[src/rtl/sram_ft_pkg.sv]
package sram_ft_pkg;

    localparam int BEAT_W = 2;

    typedef enum logic {
        OP_RD = 1'b0,
        OP_WR = 1'b1
    } op_e;

    typedef struct packed {
        logic              act;
        op_e               op;
        logic [BEAT_W-1:0] beat;
    } cmd_t;

    localparam cmd_t CMD_IDLE = '{act: 1'b0, op: OP_RD, beat: '0};

    function automatic logic [BEAT_W-1:0] beat_offset(
        input logic [BEAT_W-1:0] start,
        input logic [BEAT_W-1:0] beat,
        input logic              ilv
    );
        return ilv ? (start ^ beat) : (start + beat);
    endfunction

endpackage

[src/rtl/sram_ft_ctrl.sv]
module sram_ft_ctrl
    import sram_ft_pkg::*;
#(
    parameter int ADDR_W = 6
) (
    input  logic              clk,
    input  logic              rst,
    input  logic              clk_en_n,
    input  logic              burst_adv,
    input  logic              sel_a_n,
    input  logic              sel_b,
    input  logic              sel_c_n,
    input  logic              wr_n,
    input  logic              order_ilv,
    input  logic [ADDR_W-1:0] ld_addr,
    output logic              cmd_act,
    output logic              cmd_wr,
    output logic [ADDR_W-1:0] cur_addr
);

    localparam int HI_W = ADDR_W - BEAT_W;

    cmd_t              st_q, st_d;
    logic [ADDR_W-1:0] base_q, base_d;
    logic              chip_sel;

    assign chip_sel = !sel_a_n && sel_b && !sel_c_n;

    always_comb begin
        st_d   = st_q;
        base_d = base_q;
        if (!clk_en_n) begin
            if (!burst_adv) begin
                st_d.act  = chip_sel;
                st_d.op   = wr_n ? OP_RD : OP_WR;
                st_d.beat = '0;
                base_d    = ld_addr;
            end else if (st_q.act) begin
                st_d.beat = st_q.beat + 1'b1;
            end
        end
    end

    always_ff @(posedge clk) begin
        if (rst) begin
            st_q   <= CMD_IDLE;
            base_q <= '0;
        end else begin
            st_q   <= st_d;
            base_q <= base_d;
        end
    end

    assign cmd_act  = st_q.act;
    assign cmd_wr   = (st_q.op == OP_WR);
    assign cur_addr = {base_q[ADDR_W-1 -: HI_W],
                       beat_offset(base_q[BEAT_W-1:0], st_q.beat, order_ilv)};

    a_r1_freeze: assert property (@(posedge clk) disable iff (rst)
        clk_en_n |=> ($stable(st_q) && $stable(base_q)));

    a_r2_decode: assert property (@(posedge clk) disable iff (rst)
        (!clk_en_n && !burst_adv) |=> (st_q.act == $past(!sel_a_n && sel_b && !sel_c_n)));

    a_r3_keep_op: assert property (@(posedge clk) disable iff (rst)
        (!clk_en_n && burst_adv && st_q.act) |=>
            (st_q.act && st_q.op == $past(st_q.op) && st_q.beat == $past(st_q.beat) + 2'd1));

    a_r5_stay_off: assert property (@(posedge clk) disable iff (rst)
        (!clk_en_n && burst_adv && !st_q.act) |=> !st_q.act);

endmodule

[src/rtl/sram_ft_lane.sv]
module sram_ft_lane #(
    parameter int ADDR_W = 6,
    parameter int LANE_W = 9
) (
    input  logic              clk,
    input  logic              rst,
    input  logic              wr_cmd,
    input  logic              lane_en,
    input  logic [ADDR_W-1:0] addr,
    input  logic [LANE_W-1:0] wdata,
    output logic [LANE_W-1:0] rdata
);

    localparam int DEPTH = 1 << ADDR_W;

    logic [LANE_W-1:0] mem [DEPTH];
    logic              wr_fire;

    assign wr_fire = wr_cmd && lane_en && !rst;

    always_ff @(posedge clk) begin
        if (wr_fire) begin
            mem[addr] <= wdata;
        end
    end

    assign rdata = mem[addr];

    a_r6_lane_keep: assert property (@(posedge clk) disable iff (rst)
        (wr_cmd && !lane_en) |=> (mem[$past(addr)] === $past(mem[addr])));

endmodule

[src/rtl/sram_ft_drive.sv]
module sram_ft_drive #(
    parameter int DATA_W = 18
) (
    input  logic              cmd_act,
    input  logic              cmd_wr,
    input  logic              drv_en_n,
    input  logic [DATA_W-1:0] rd_word,
    output logic [DATA_W-1:0] dout,
    output logic              dout_en
);

    logic rd_phase;

    assign rd_phase = cmd_act && !cmd_wr;
    assign dout     = rd_phase ? rd_word : '0;
    assign dout_en  = rd_phase && !drv_en_n;

endmodule

[src/rtl/sram_ft_burst.sv]
module sram_ft_burst
    import sram_ft_pkg::*;
#(
    parameter int ADDR_W = 6,
    parameter int LANE_W = 9,
    parameter int LANES  = 2,
    localparam int DATA_W = LANE_W * LANES
) (
    input  logic              clk,
    input  logic              rst,
    input  logic [ADDR_W-1:0] addr,
    input  logic              sel_a_n,
    input  logic              sel_b,
    input  logic              sel_c_n,
    input  logic              wr_n,
    input  logic [LANES-1:0]  lane_wr_n,
    input  logic              burst_adv,
    input  logic              clk_en_n,
    input  logic              drv_en_n,
    input  logic              order_ilv,
    input  logic [DATA_W-1:0] din,
    output logic [DATA_W-1:0] dout,
    output logic              dout_en
);

    logic              cmd_act;
    logic              cmd_wr;
    logic [ADDR_W-1:0] cur_addr;
    logic              wr_cmd;
    logic [DATA_W-1:0] rd_word;

    sram_ft_ctrl #(.ADDR_W(ADDR_W)) ctrl_i (
        .clk       (clk),
        .rst       (rst),
        .clk_en_n  (clk_en_n),
        .burst_adv (burst_adv),
        .sel_a_n   (sel_a_n),
        .sel_b     (sel_b),
        .sel_c_n   (sel_c_n),
        .wr_n      (wr_n),
        .order_ilv (order_ilv),
        .ld_addr   (addr),
        .cmd_act   (cmd_act),
        .cmd_wr    (cmd_wr),
        .cur_addr  (cur_addr)
    );

    // data phase of a registered write, qualified by the clock enable
    assign wr_cmd = cmd_act && cmd_wr && !clk_en_n;

    for (genvar g = 0; g < LANES; g++) begin : g_lane
        sram_ft_lane #(.ADDR_W(ADDR_W), .LANE_W(LANE_W)) lane_i (
            .clk     (clk),
            .rst     (rst),
            .wr_cmd  (wr_cmd),
            .lane_en (!lane_wr_n[g]),
            .addr    (cur_addr),
            .wdata   (din[g*LANE_W +: LANE_W]),
            .rdata   (rd_word[g*LANE_W +: LANE_W])
        );
    end

    sram_ft_drive #(.DATA_W(DATA_W)) drive_i (
        .cmd_act  (cmd_act),
        .cmd_wr   (cmd_wr),
        .drv_en_n (drv_en_n),
        .rd_word  (rd_word),
        .dout     (dout),
        .dout_en  (dout_en)
    );

    a_r8_off_in_write: assert property (@(posedge clk) disable iff (rst)
        (cmd_act && cmd_wr) |-> !dout_en);

    a_r8_off_desel: assert property (@(posedge clk) disable iff (rst)
        !cmd_act |-> !dout_en);

    a_r9_oe_follows: assert property (@(posedge clk) disable iff (rst)
        (cmd_act && !cmd_wr) |-> (dout_en == !drv_en_n));

endmodule

[config.mk]
export PLATFORM = sky130hd
export DESIGN_NAME = sram_ft_burst
export DESIGN_NICKNAME = d
export VERILOG_FILES = /design/src/rtl/sram_ft_pkg.sv /design/src/rtl/sram_ft_ctrl.sv /design/src/rtl/sram_ft_lane.sv /design/src/rtl/sram_ft_drive.sv /design/src/rtl/sram_ft_burst.sv
export SDC_FILE = /design/constraint.sdc
export NUM_CORES = 1
export LEC_CHECK = 0
export ABC_AREA = 1
export BUFFER_PORTS_ARGS = -buffer_cell sky130_fd_sc_hd__buf_2
export CORE_MARGIN = 3
export CORE_UTILIZATION = 40
export DETAILED_ROUTE_END_ITERATION = 10
export PLACE_DENSITY = 0.57
export SLEW_MARGIN = 10
export SYNTH_ARGS = -nofsm -noshare
export SYNTH_HDL_FRONTEND = slang
export SYNTH_SLANG_ARGS = --single-unit
[constraint.sdc]
create_clock -name clk -period 3.7 [get_ports clk]
set_input_delay 0.74 -clock clk [delete_from_list [all_inputs] [get_ports clk]]
set_output_delay 0.74 -clock clk [all_outputs]
set_load 0.02 [all_outputs]
After elaboration in Yosys (flattened, before gate mapping). Memories as Yosys holds them, arrays and structs flattened. Cells that the tools add are included.

Memory bits (read-only): 0. Register bits: 10. Bits of input ports: 36. Memories kept: 2. Logic and storage cells: 41. Output and inout port bits: 19. Bits in latches: 0. Bits in writable memories: 1152.

Memories: g_lane[0].lane_i.mem (words 64, width 9, read ports 1, clocked after Yosys merged registers in 0, write ports 1, RTL line sram_ft_lane.sv:16) `logic [LANE_W-1:0] mem [DEPTH];`; g_lane[1].lane_i.mem (words 64, width 9, read ports 1, clocked after Yosys merged registers in 0, write ports 1, RTL line sram_ft_lane.sv:16).

Equality and inequality tests: 1. Reduce and logical (&&, ||, !) cells: 20. Divide/modulo/power cells: 0. Muxes and demuxes: 9. Shift operators: 0. Bitwise operators: 3. $mul: 0. Add/sub/neg operators: 2. Magnitude comparators: 0.

Operators with widths (number): 18-bit two-way mux (1); 1-bit logical AND (10); 1-bit logical NOT (8); 2-bit two-way mux (3); 1-bit two-way mux (5); 2-bit AND reduction (2); 2-bit by 1-bit adder with 2-bit output (second input constant) (1); 2-bit adder (1); 2-bit by 1-bit inequality test with 1-bit output (second input constant) (1); 1-bit inverter (2); 2-bit bitwise XOR (1).

Logic depth before layout (Yosys ltp). Gate-level depths: netlist of the first run.

Depth in word-level cells: 6. Mapped depth: 17. Depth with buffers taken out: 15.

By module. A second synthesis of the first run with hierarchy kept.

Cell total of the unflattened synthesis: 4952. Area total of the unflattened synthesis: 50063.0 µm².

Modules (own cells, without submodules): sram_ft_lane (sequential area each 17296.6 µm², cells an instance 2418, instances 2, area each 24676.2 µm²); sram_ft_ctrl (sequential area each 200.2 µm², cells an instance 72, instances 1, area each 498.0 µm²); sram_ft_drive (sequential area each 0.0 µm², cells an instance 40, instances 1, area each 195.2 µm²); sram_ft_burst (sequential area each 0.0 µm², cells an instance 4, instances 1, area each 17.5 µm²).

Worst setup path before layout of the first run. OpenSTA, ideal clock, no wires.

Kind: input to output. Start: input order_ilv. End: output dout[2]. Stages: 12. Data required time: 2960 ps. Path buffers: 1. Arrival time: 2149 ps. Slack: 811 ps. Path through: inv_1 nand2_1 nand3_4 nand2_4 nand2_2 clkbuf_1 o21ai_1 nor2_1 nor2_1 nor2_1 nand2_1 nor2_1.

Cells in the longest elaborated chain, start to end: 3.

Ends and longest elaborated chain: start: declaration (RTL line sram_ft_burst.sv:20) `input logic order_ilv,`; 2-bit two-way mux (RTL line sram_ft_pkg.sv:23) `return ilv ? (start ^ beat) : (start + beat);`; memory 64 x 9 bit; 18-bit two-way mux (RTL line sram_ft_drive.sv:15) `assign dout = rd_phase ? rd_word : '0;`; end: declaration (RTL line sram_ft_burst.sv:22) `output logic [DATA_W-1:0] dout,`.

No other way between the ends.

Final worst setup path of the first run.
Start: register ctrl_i.base_q[0]. End: output dout[11].

Cells in the longest elaborated chain, start to end: 4. Elaborated cells on any way between the ends: 5. Classes of those cells: 1 x add/sub; 2 x mux; 1 x bitwise; 1 x memory.

Ends and longest elaborated chain: start: declaration (RTL line sram_ft_ctrl.sv:24) `logic [ADDR_W-1:0] base_q, base_d;`; start signal: assignment (RTL line sram_ft_ctrl.sv:50) `base_q <= base_d;`; 2-bit adder / 2-bit bitwise XOR (equally long branches) (RTL line sram_ft_pkg.sv:23); 2-bit two-way mux * (RTL line sram_ft_pkg.sv:23); memory 64 x 9 bit *; 18-bit two-way mux * (RTL line sram_ft_drive.sv:15).

Mark *: on every way between the ends. The rest lies on a longest branch, timed or not.

==> results of run 1 <==
[final timing paths]
kind,startpoint,to,cells past startpoint
max,ctrl_i.base_q[0],dout[11],16
min,wr_n,ctrl_i.cmd_wr,2
max reg2reg,ctrl_i.base_q[0],g_lane[1].lane_i.mem[56][4],11
min reg2reg,ctrl_i.base_q[1],ctrl_i.base_q[1],2
[metrics by stage]
| step | setup TNS (ns) | setup slack, ns | util (%) |
|---|---|---|---|
| detailed placement | -3.172 | -0.5076 | 44.26 |
| global placement | -3.256 | -0.5338 | 44.26 |
| finish | -3.405 | -0.2765 | 50.76 |
| CTS | -3.980 | -0.2771 | 50.26 |
| floorplan | 0 | 0.8114 | - |
| global route | -5.389 | -0.3859 | 50.76 |
[sequential cells by signal (all words and copies together) (netlist names)]
| signal | count |
|---|---|
| g_lane.lane_i.mem | 1152 |
| ctrl_i.base_q | 6 |
| ctrl_i.st_q | 2 |
| ctrl_i.cmd_act | 1 |
| ctrl_i.cmd_wr | 1 |
[power by group through the flow]
stage | clock [uW] | combinational (uW) | sequential (uW)
2_1_floorplan | 0 | 1570 | 14800
6_report | 12100 | 4180 | 14500
4_1_cts | 12300 | 3990 | 14500
3_3_place_gp | 0 | 2970 | 14800
3_5_place_dp | 0 | 2970 | 14800
5_1_grt | 12800 | 4400 | 14500
[logic make-up (layout without fill, tap and decap cells)]
group / Yosys count / after routing / share of synthesized area [%]
adders and majority gates: 1 / 1 / 0.02643
DFF: 1162 / 1162 / 73.50
AOI/OAI and AO/OA: 406 / 406 / 4.411
buffers and inverters: 292 / 832 / 2.815
other: 0 / 1 / 0
muxes: 204 / 204 / 4.313
and+or+nand+nor: 1770 / 1770 / 14.94
[metal layers]
layer / vias up / global-route usage [%] / routed length, um
met5: - / 0 / 0
met4: 0 / 6.725 / 3760
met3: 219 / 5.659 / 13890
met2: 1420 / 35.43 / 66050
met1: 15695 / 33.93 / 62690
li1: 14367 / - / -
[cells in the mapped netlist (all sizes together), types with 7 or more instances]
cell type / number / area, sq um
buf: 121 / 684.4
nand2: 617 / 2344
nand3: 45 / 250.2
mux2i: 204 / 2042
dfxtp: 10 / 200.2
clkinv: 10 / 37.54
a21oi: 29 / 182.7
o21ai: 369 / 1847
edfxtp: 1152 / 34590
nor2: 932 / 3506
inv: 69 / 259.0
nor3: 139 / 738.2
nand4: 36 / 225.2
clkbuf: 92 / 351.6
a21boi: 7 / 52.55
[layout make-up]
| cell class | count | area, sq um |
|---|---|---|
| fillers | 9911 | 57530 |
| flip-flops and latches | 1162 | 34800 |
| multi-input cells | 2381 | 12270 |
| repair buffers | 527 | 6045 |
| clock buffers | 145 | 3139 |
| well taps | 1524 | 1907 |
| clock inverters | 79 | 760.7 |
| inverters | 79 | 350.3 |
| repair inverters | 2 | 28.78 |
| diodes | 1 | 2.502 |
[placed cells by master (no fill, tap or decap), types with 7 or more instances in the layout]
master | Yosys | layout
sky130_fd_sc_hd__mux2i_4 | 0 | 12
sky130_fd_sc_hd__buf_16 | 0 | 37
sky130_fd_sc_hd__dfxtp_1 | 10 | 7
sky130_fd_sc_hd__nor3_1 | 133 | 131
sky130_fd_sc_hd__a21oi_1 | 19 | 16
sky130_fd_sc_hd__o21ai_2 | 0 | 37
sky130_fd_sc_hd__a21oi_2 | 10 | 12
sky130_fd_sc_hd__clkinv_1 | 10 | 43
sky130_fd_sc_hd__edfxtp_1 | 1152 | 1152
sky130_fd_sc_hd__buf_12 | 0 | 64
sky130_fd_sc_hd__clkinv_2 | 0 | 20
sky130_fd_sc_hd__mux2i_2 | 0 | 9
sky130_fd_sc_hd__nand2_4 | 1 | 13
sky130_fd_sc_hd__nor2_2 | 3 | 51
sky130_fd_sc_hd__nand2_2 | 8 | 73
sky130_fd_sc_hd__mux2i_1 | 204 | 183
sky130_fd_sc_hd__nand4_1 | 36 | 36
sky130_fd_sc_hd__nor2_4 | 0 | 32
sky130_fd_sc_hd__o21ai_1 | 100 | 164
sky130_fd_sc_hd__buf_8 | 0 | 12
sky130_fd_sc_hd__clkbuf_1 | 89 | 23
sky130_fd_sc_hd__buf_6 | 11 | 51
sky130_fd_sc_hd__nand3_1 | 43 | 37
sky130_fd_sc_hd__inv_1 | 54 | 30
sky130_fd_sc_hd__buf_4 | 9 | 311
sky130_fd_sc_hd__nand2_1 | 608 | 530
sky130_fd_sc_hd__o21ai_0 | 269 | 167
sky130_fd_sc_hd__buf_2 | 91 | 36
sky130_fd_sc_hd__bufbuf_16 | 0 | 10
sky130_fd_sc_hd__inv_4 | 0 | 7
sky130_fd_sc_hd__nor2_1 | 929 | 849
sky130_fd_sc_hd__bufinv_16 | 0 | 14
sky130_fd_sc_hd__inv_2 | 15 | 33
sky130_fd_sc_hd__clkbuf_16 | 0 | 128
[what timing repair did]
item,CTS,global route
gates resized for setup,448,167
hold buffers,0,0
setup buffers,72,32
gates cloned,37,6
pin swaps,136,112
endpoints found under the setup margin,18,18
==> implementation parameters, run 1 <==
Parameter                              Value

Synthesis
  Fraction of registers with async set or reset after synthesis    0%
  Syn_area_per_cell    between 10 and 15 sq um
  Gate count of the mapped netlist    3,835
  Portion of the post-synthesis area used by sequential elements    between 70% and 80%
  Flip-flop and latch count after synthesis    1,162
  Netlist area before placement    around 0.047 sq mm
  Number of distinct library cells after synthesis    32
  Total of warnings raised by yosys    0
  Number of enable-type register cells in the synthesized netlist    1,152
  Synth Flop Type    sky130_fd_sc_hd__edfxtp_1
  Synthesized netlist net count    3,872

GRT
  Global route total overflow    0
  Wire length of the first global-routing pass    between 200,000 and 250,000 um
  Antenna violations before repair    9
  Global routing usage summed across all routing layers    roughly a quarter
  Pin count of the biggest net entering global routing    65
  Via count of the first global-routing pass    just over 30,000

Placement
  Placed Cells    5,547
  Cell area after placement    0.05171 sq mm
  Count of input and output buffers    54
  Routability congestion estimate from global placement    0.8552
  Detailed Place HPWL    between 80,000 and 90,000 um

Power
  Static leakage    0.02111 uW
  Clock power share    between 30% and 40%
  Sequential group share of total power    47.1%
  Total power    30,750 uW
  Power density over cell area    a little over 500 mW/mm^2
  Share of power burned in combinational logic    approximately 14%
  P_sw    between 7000 and 8000 uW
  Cell Int Power    23,140 uW
  Switching part of the total power    between 20 and 25%
  Worst VDD drop    0.3893 mV

Clocking
  Number of buffers created by CTS    between 100 and 150
  # H-tree levels    3
  Clock root buffer    sky130_fd_sc_hd__clkbuf_16
  Clock transition at path regs    0.06 ns
  Latest clock arrival within the worst-skew pair    a little over 0.7 ns
  Largest buffer count on any clock path    3
  CTS tree    yes
  Sinks on Clock Net    1,162

STA
  Final clock period utilization by the worst path    107.5%
  Worst slew margin    a little under a quarter
  Maximum clock frequency    251.5 MHz
  Final hold violation count    0
  WHS    0.1908 ns
  Final setup violation count    18
  Final Slew Violations    0
  Worst Tran Pin Value    1.159 ns
  Final critical delay including setup and external delays    just under 4 ns
  PnR worst setup slack    -0.2765 ns
  Worst Skew    0.02595 ns
  RSZ-0062 raised after global routing    true

Routing
  Wire per inst    around 25 um
  Router iterations before antenna repair    5
  Initial drt markers    3,627
  Vias per Instance    between 5 and 6
  Post-Route WL    between 100,000 and 150,000 um
  Routed via count    31,701
  DRC violation count after routing    0
  Antenna-violating nets left    0

Die
  Placeable Area    roughly 0.12 sq mm
  Total Die Area    roughly 0.12 sq mm
  Starting utilization of the core area    roughly two fifths
  Die height    350.0 um
  IO Count    55
  Width of the die    350.0 um
  Site Rows    125

Job
  Max-capacitance violation count    0

Worst setup path
  Register-to-Register Setup Slack    approximately 0.8 ns
  Required time worst endpoint    2.96 ns
  Sort of element at the end of the critical path    primary output
  Start-to-end type of the worst setup path    register to primary output
  CP Launch Type    register
  Critical path's top delay family    buffers and inverters
  Data arrival time of the critical path    3.24 ns
  CP Max Fanout    8
  Crit-path cells    ha_4 -> buf_12 -> clkinv_16 -> buf_16 -> buf_12 -> buf_12 -> nor2_4 -> nor2_2 -> o21ai_2 -> nor2_1 -> nor2_2 -> nor2_4 -> nand2_2 -> nor2_4 -> buf_6 -> buf_6
  Delay of the slowest critical-path stage    0.36 ns
  Buffering stage count on the worst path with inverters included    7
  Slowest library cell on the worst path    sky130_fd_sc_hd__dfxtp_4

Status
  Violations in the final reports    setup timing
  Status    finished, violations left

Finish
  Number of nets in the final layout    approximately 4,300
  Area of all placed cells without fillers    slightly below 0.06 sq mm
  Area grow syn2layout    25.27%
  Count of placed standard cells in the final layout, fillers left out    between 5,000 and 6,000
  Fraction of layout cells with a size suffix above 1    22.83%

Worst hold path
  Class of the tightest hold or removal check    primary input to register
No activity file was read; power rests on OpenSTA's default activity.
==> run 2, diff against run 1 <==
--- a/config.mk
+++ b/config.mk
@@ -7,10 +7,12 @@
 export LEC_CHECK = 0
 export ABC_AREA = 1
 export BUFFER_PORTS_ARGS = -buffer_cell sky130_fd_sc_hd__buf_2
+export CELL_PAD_IN_SITES_DETAIL_PLACEMENT = 0
+export CELL_PAD_IN_SITES_GLOBAL_PLACEMENT = 1
 export CORE_MARGIN = 3
 export CORE_UTILIZATION = 40
 export DETAILED_ROUTE_END_ITERATION = 10
-export PLACE_DENSITY = 0.57
+export PLACE_DENSITY = 0.66
 export SLEW_MARGIN = 10
 export SYNTH_ARGS = -nofsm -noshare
 export SYNTH_HDL_FRONTEND = slang
==> constraint.sdc (replaced) <==
create_clock -name clk -period 4 [get_ports clk]
set_input_delay 0.8 -clock clk [delete_from_list [all_inputs] [get_ports clk]]
set_output_delay 0.8 -clock clk [all_outputs]
set_load 0.02 [all_outputs]
==> run 2 against run 1 <==
The run still ends with setup timing left. Final cell count up 0.15%. Largest cell class unchanged. Critical endpoint is now dout[5]. Register-to-register slack is essentially flat. First-iteration DRC count down 4.8%. Via count rose by 0.21%. Sequential cell count is the same.
==> implementation parameters, run 2 (same netlist as run 1, synthesis figures left out) <==
Parameter                              Value

STA
  PnR worst setup slack    -0.01620 ns
  Final clock period utilization by the worst path    100.4%
  Maximum clock frequency    249.0 MHz
  Final Slew Violations    0
  Final hold violation count    0
  Worst slew margin    21.10%
  Worst Tran Pin Value    1.184 ns
  RSZ-0062 raised after global routing    true
  Final setup violation count    1
  Worst Skew    0.01926 ns
  Final critical delay including setup and external delays    4.016 ns

Worst hold path
  Class of the tightest hold or removal check    primary input to register
  Destination of the worst hold path    ctrl_i.cmd_wr
  Startpoint of the tightest hold check path    wr_n
  Number of cells on the worst hold path    2

Die
  Total Die Area    0.1225 sq mm
  IO Count    55
  Die height    roughly 350 um
  Placeable Area    between 0.1 and 0.15 sq mm
  Width of the die    about 350 um
  Starting utilization of the core area    approximately 41%
  Site Rows    125

Placement
  Count of input and output buffers    54
  Detailed Place HPWL    86,940 um
  Cell area after placement    ~0.05 sq mm
  Routability congestion estimate from global placement    just over 0.8

Worst setup path
  CP Launch Type    register
  Depth of the most critical reg-to-reg path    13
  Launch point of the worst reg-to-reg path    ctrl_i.st_q[0]
  Crit Reg-Reg Endpoint    g_lane[1].lane_i.mem[41][1]
  Data arrival time of the critical path    3.22 ns
  Delay of the slowest critical-path stage    ~0.4 ns
  Required time worst endpoint    roughly 3.2 ns
  Start-to-end type of the worst setup path    register to primary output
  Critical path's top delay family    buffers and inverters
  Sort of element at the end of the critical path    primary output
  CP Max Fanout    11
  Slowest library cell on the worst path    sky130_fd_sc_hd__ha_4
  Crit-path cells    ha_4 -> buf_12 -> buf_12 -> buf_16 -> clkbuf_16 -> buf_4 -> nor2_1 -> nor2_1 -> o21ai_0 -> o21ai_1 -> nand2_1 -> inv_2 -> nand2_2 -> nor2_4 -> buf_6
  Buffering stage count on the worst path with inverters included    7
  Register-to-Register Setup Slack    0.81 ns

Power
  Clock power share    39.0%
  Cell Int Power    21,390 uW
  Sequential group share of total power    between 40% and 50%
  Switching part of the total power    24.67%
  Share of power burned in combinational logic    13.9%
  Worst VDD drop    0.3575 mV
  Static leakage    0.02113 uW
  Power density over cell area    479.1 mW/mm^2
  P_sw    7005 uW

Clocking
  # H-tree levels    3
  Clock transition at path regs    around 0.06 ns
  Sinks on Clock Net    1,162
  Post-cts hold buffer count    0
  CTS tree    yes
  Largest buffer count on any clock path    3
  Clock root buffer    sky130_fd_sc_hd__clkbuf_16
  Number of buffers created by CTS    117
  Latest clock arrival within the worst-skew pair    ~0.70 ns

GRT
  Global route total overflow    0
  Global routing usage summed across all routing layers    a little under a quarter
  Wire length of the first global-routing pass    about 210,000 um
  Via count of the first global-routing pass    ~30,000
  Pin count of the biggest net entering global routing    65
  Antenna violations before repair    9

Finish
  Fraction of layout cells with a size suffix above 1    23.83%
  Commonest non-fill, non-tap cell in the layout    sky130_fd_sc_hd__edfxtp_1
  Most frequent cells in the layout    sky130_fd_sc_hd__edfxtp_1 (1,152), sky130_fd_sc_hd__nor2_1 (844), sky130_fd_sc_hd__nand2_1 (519), sky130_fd_sc_hd__buf_4 (326), sky130_fd_sc_hd__mux2i_1 (184)
  Number of antenna repair diodes    0
  Top reg by flops    g_lane.lane_i.mem
  Number of flip-flops under the largest register name    about 1,200
  Number of nets in the final layout    4,322
  Final core utilization    approximately 51%
  Registers with the most flip-flops    g_lane.lane_i.mem: 1152 flops, ctrl_i.base_q: 6 flops, ctrl_i.st_q: 2 flops
  Fill cells    9,931
  Sequential cell area    0.03480 sq mm
  Area grow syn2layout    25.21%
  Footprint of the multi-input gates    0.01227 sq mm
  Area of all placed cells without fillers    0.05927 sq mm

Routing
  Post-Route WL    149,700 um
  Initial drt markers    3,453
  Antenna-violating nets left    0
  Routed via count    31,767
  Vias per Instance    5.376
  Router iterations before antenna repair    7
  Wire per inst    25.33 um
  DRC violation count after routing    0

Job
  Max-capacitance violation count    0

Status
  Violations in the final reports    setup timing
  Status    finished, violations left
[run 2: cell count changes in the layout (fill, tap and decap cells not counted), moves of 6 or more]
cell	previous run	this run
sky130_fd_sc_hd__o21ai_0	167	175
sky130_fd_sc_hd__o21ai_1	164	145
sky130_fd_sc_hd__buf_6	51	45
sky130_fd_sc_hd__clkinv_1	43	33
sky130_fd_sc_hd__buf_16	37	25
sky130_fd_sc_hd__clkbuf_16	128	145
sky130_fd_sc_hd__mux2i_2	9	15
sky130_fd_sc_hd__nand3_2	5	11
sky130_fd_sc_hd__o21ai_2	37	49
sky130_fd_sc_hd__bufbuf_16	10	2
sky130_fd_sc_hd__nand2_1	530	519
sky130_fd_sc_hd__mux2i_4	12	5
sky130_fd_sc_hd__nand2_2	73	85
sky130_fd_sc_hd__buf_4	311	326
[run 2: timing repair]
item	CTS	global route
setup buffers	55	70
endpoints found under the setup margin	18	18
gates resized for setup	250	366
pin swaps	43	211
cloned	20	26
[run 2: power groups by stage]
stage          sequential, uW  clock [uW]  combinational, uW
2_1_floorplan           13600           0               1460
3_3_place_gp            13700           0               2770
3_5_place_dp            13700           0               2760
4_1_cts                 13400       11200               3350
5_1_grt                 13400       11700               4170
6_report                13400       11100               3940
[run 2: layer usage]
layer	share of wire (%)	track usage [%]	wire length, um	vias to the layer above
li1	-	-	-	14390
met1	45	35.35	67270	15989
met2	45	36.27	67900	1188
met3	7.6	3.619	11450	198
met4	2.0	5.913	3051	2
met5	0.013	0	20	-
[run 2: area by class of cell]
type,count,area share [%]
Timing Repair inverter,3,0.06333
Multi-Input combinational cell,2381,20.69
Inverter,79,0.5615
Clock inverter,72,1.269
Clock buffer,147,5.252
Timing Repair Buffer,541,10.24
Tap cell,1524,3.217
Sequential cell,1162,58.71
[run 2: worst max path at each step]
stage | startpoint | to | slack (ns) | depth (start not counted)
after global placement | order_ilv | dout[5] | -0.24 | 19
after CTS | ctrl_i.st_q[0] | dout[1] | -0.13 | 16
after detailed placement | order_ilv | dout[5] | -0.21 | 18
final | ctrl_i.st_q[0] | dout[5] | -0.02 | 15
after floorplan | order_ilv | dout[2] | 0.99 | 12
after global routing | ctrl_i.st_q[0] | dout[4] | -0.16 | 15
[run 2: through the flow]
| stage | setup TNS [ns] | worst slack, ns | total power (uW) | hold slack (ns) | std cells |
|---|---|---|---|---|---|
| after detailed placement | -1.412 | -0.2095 | 16420 | 0.5134 | 5534 |
| after global placement | -1.863 | -0.2401 | 16420 | 0.5084 | 5534 |
| after floorplan | 0 | 0.9914 | 15110 | 0.4537 | 3835 |
| after CTS | -1.295 | -0.1299 | 27960 | 0.2343 | 5827 |
| final | -0.01620 | -0.01620 | 28400 | 0.2756 | 5909 |
| after global routing | -1.046 | -0.1622 | 29240 | 0.2702 | 5909 |
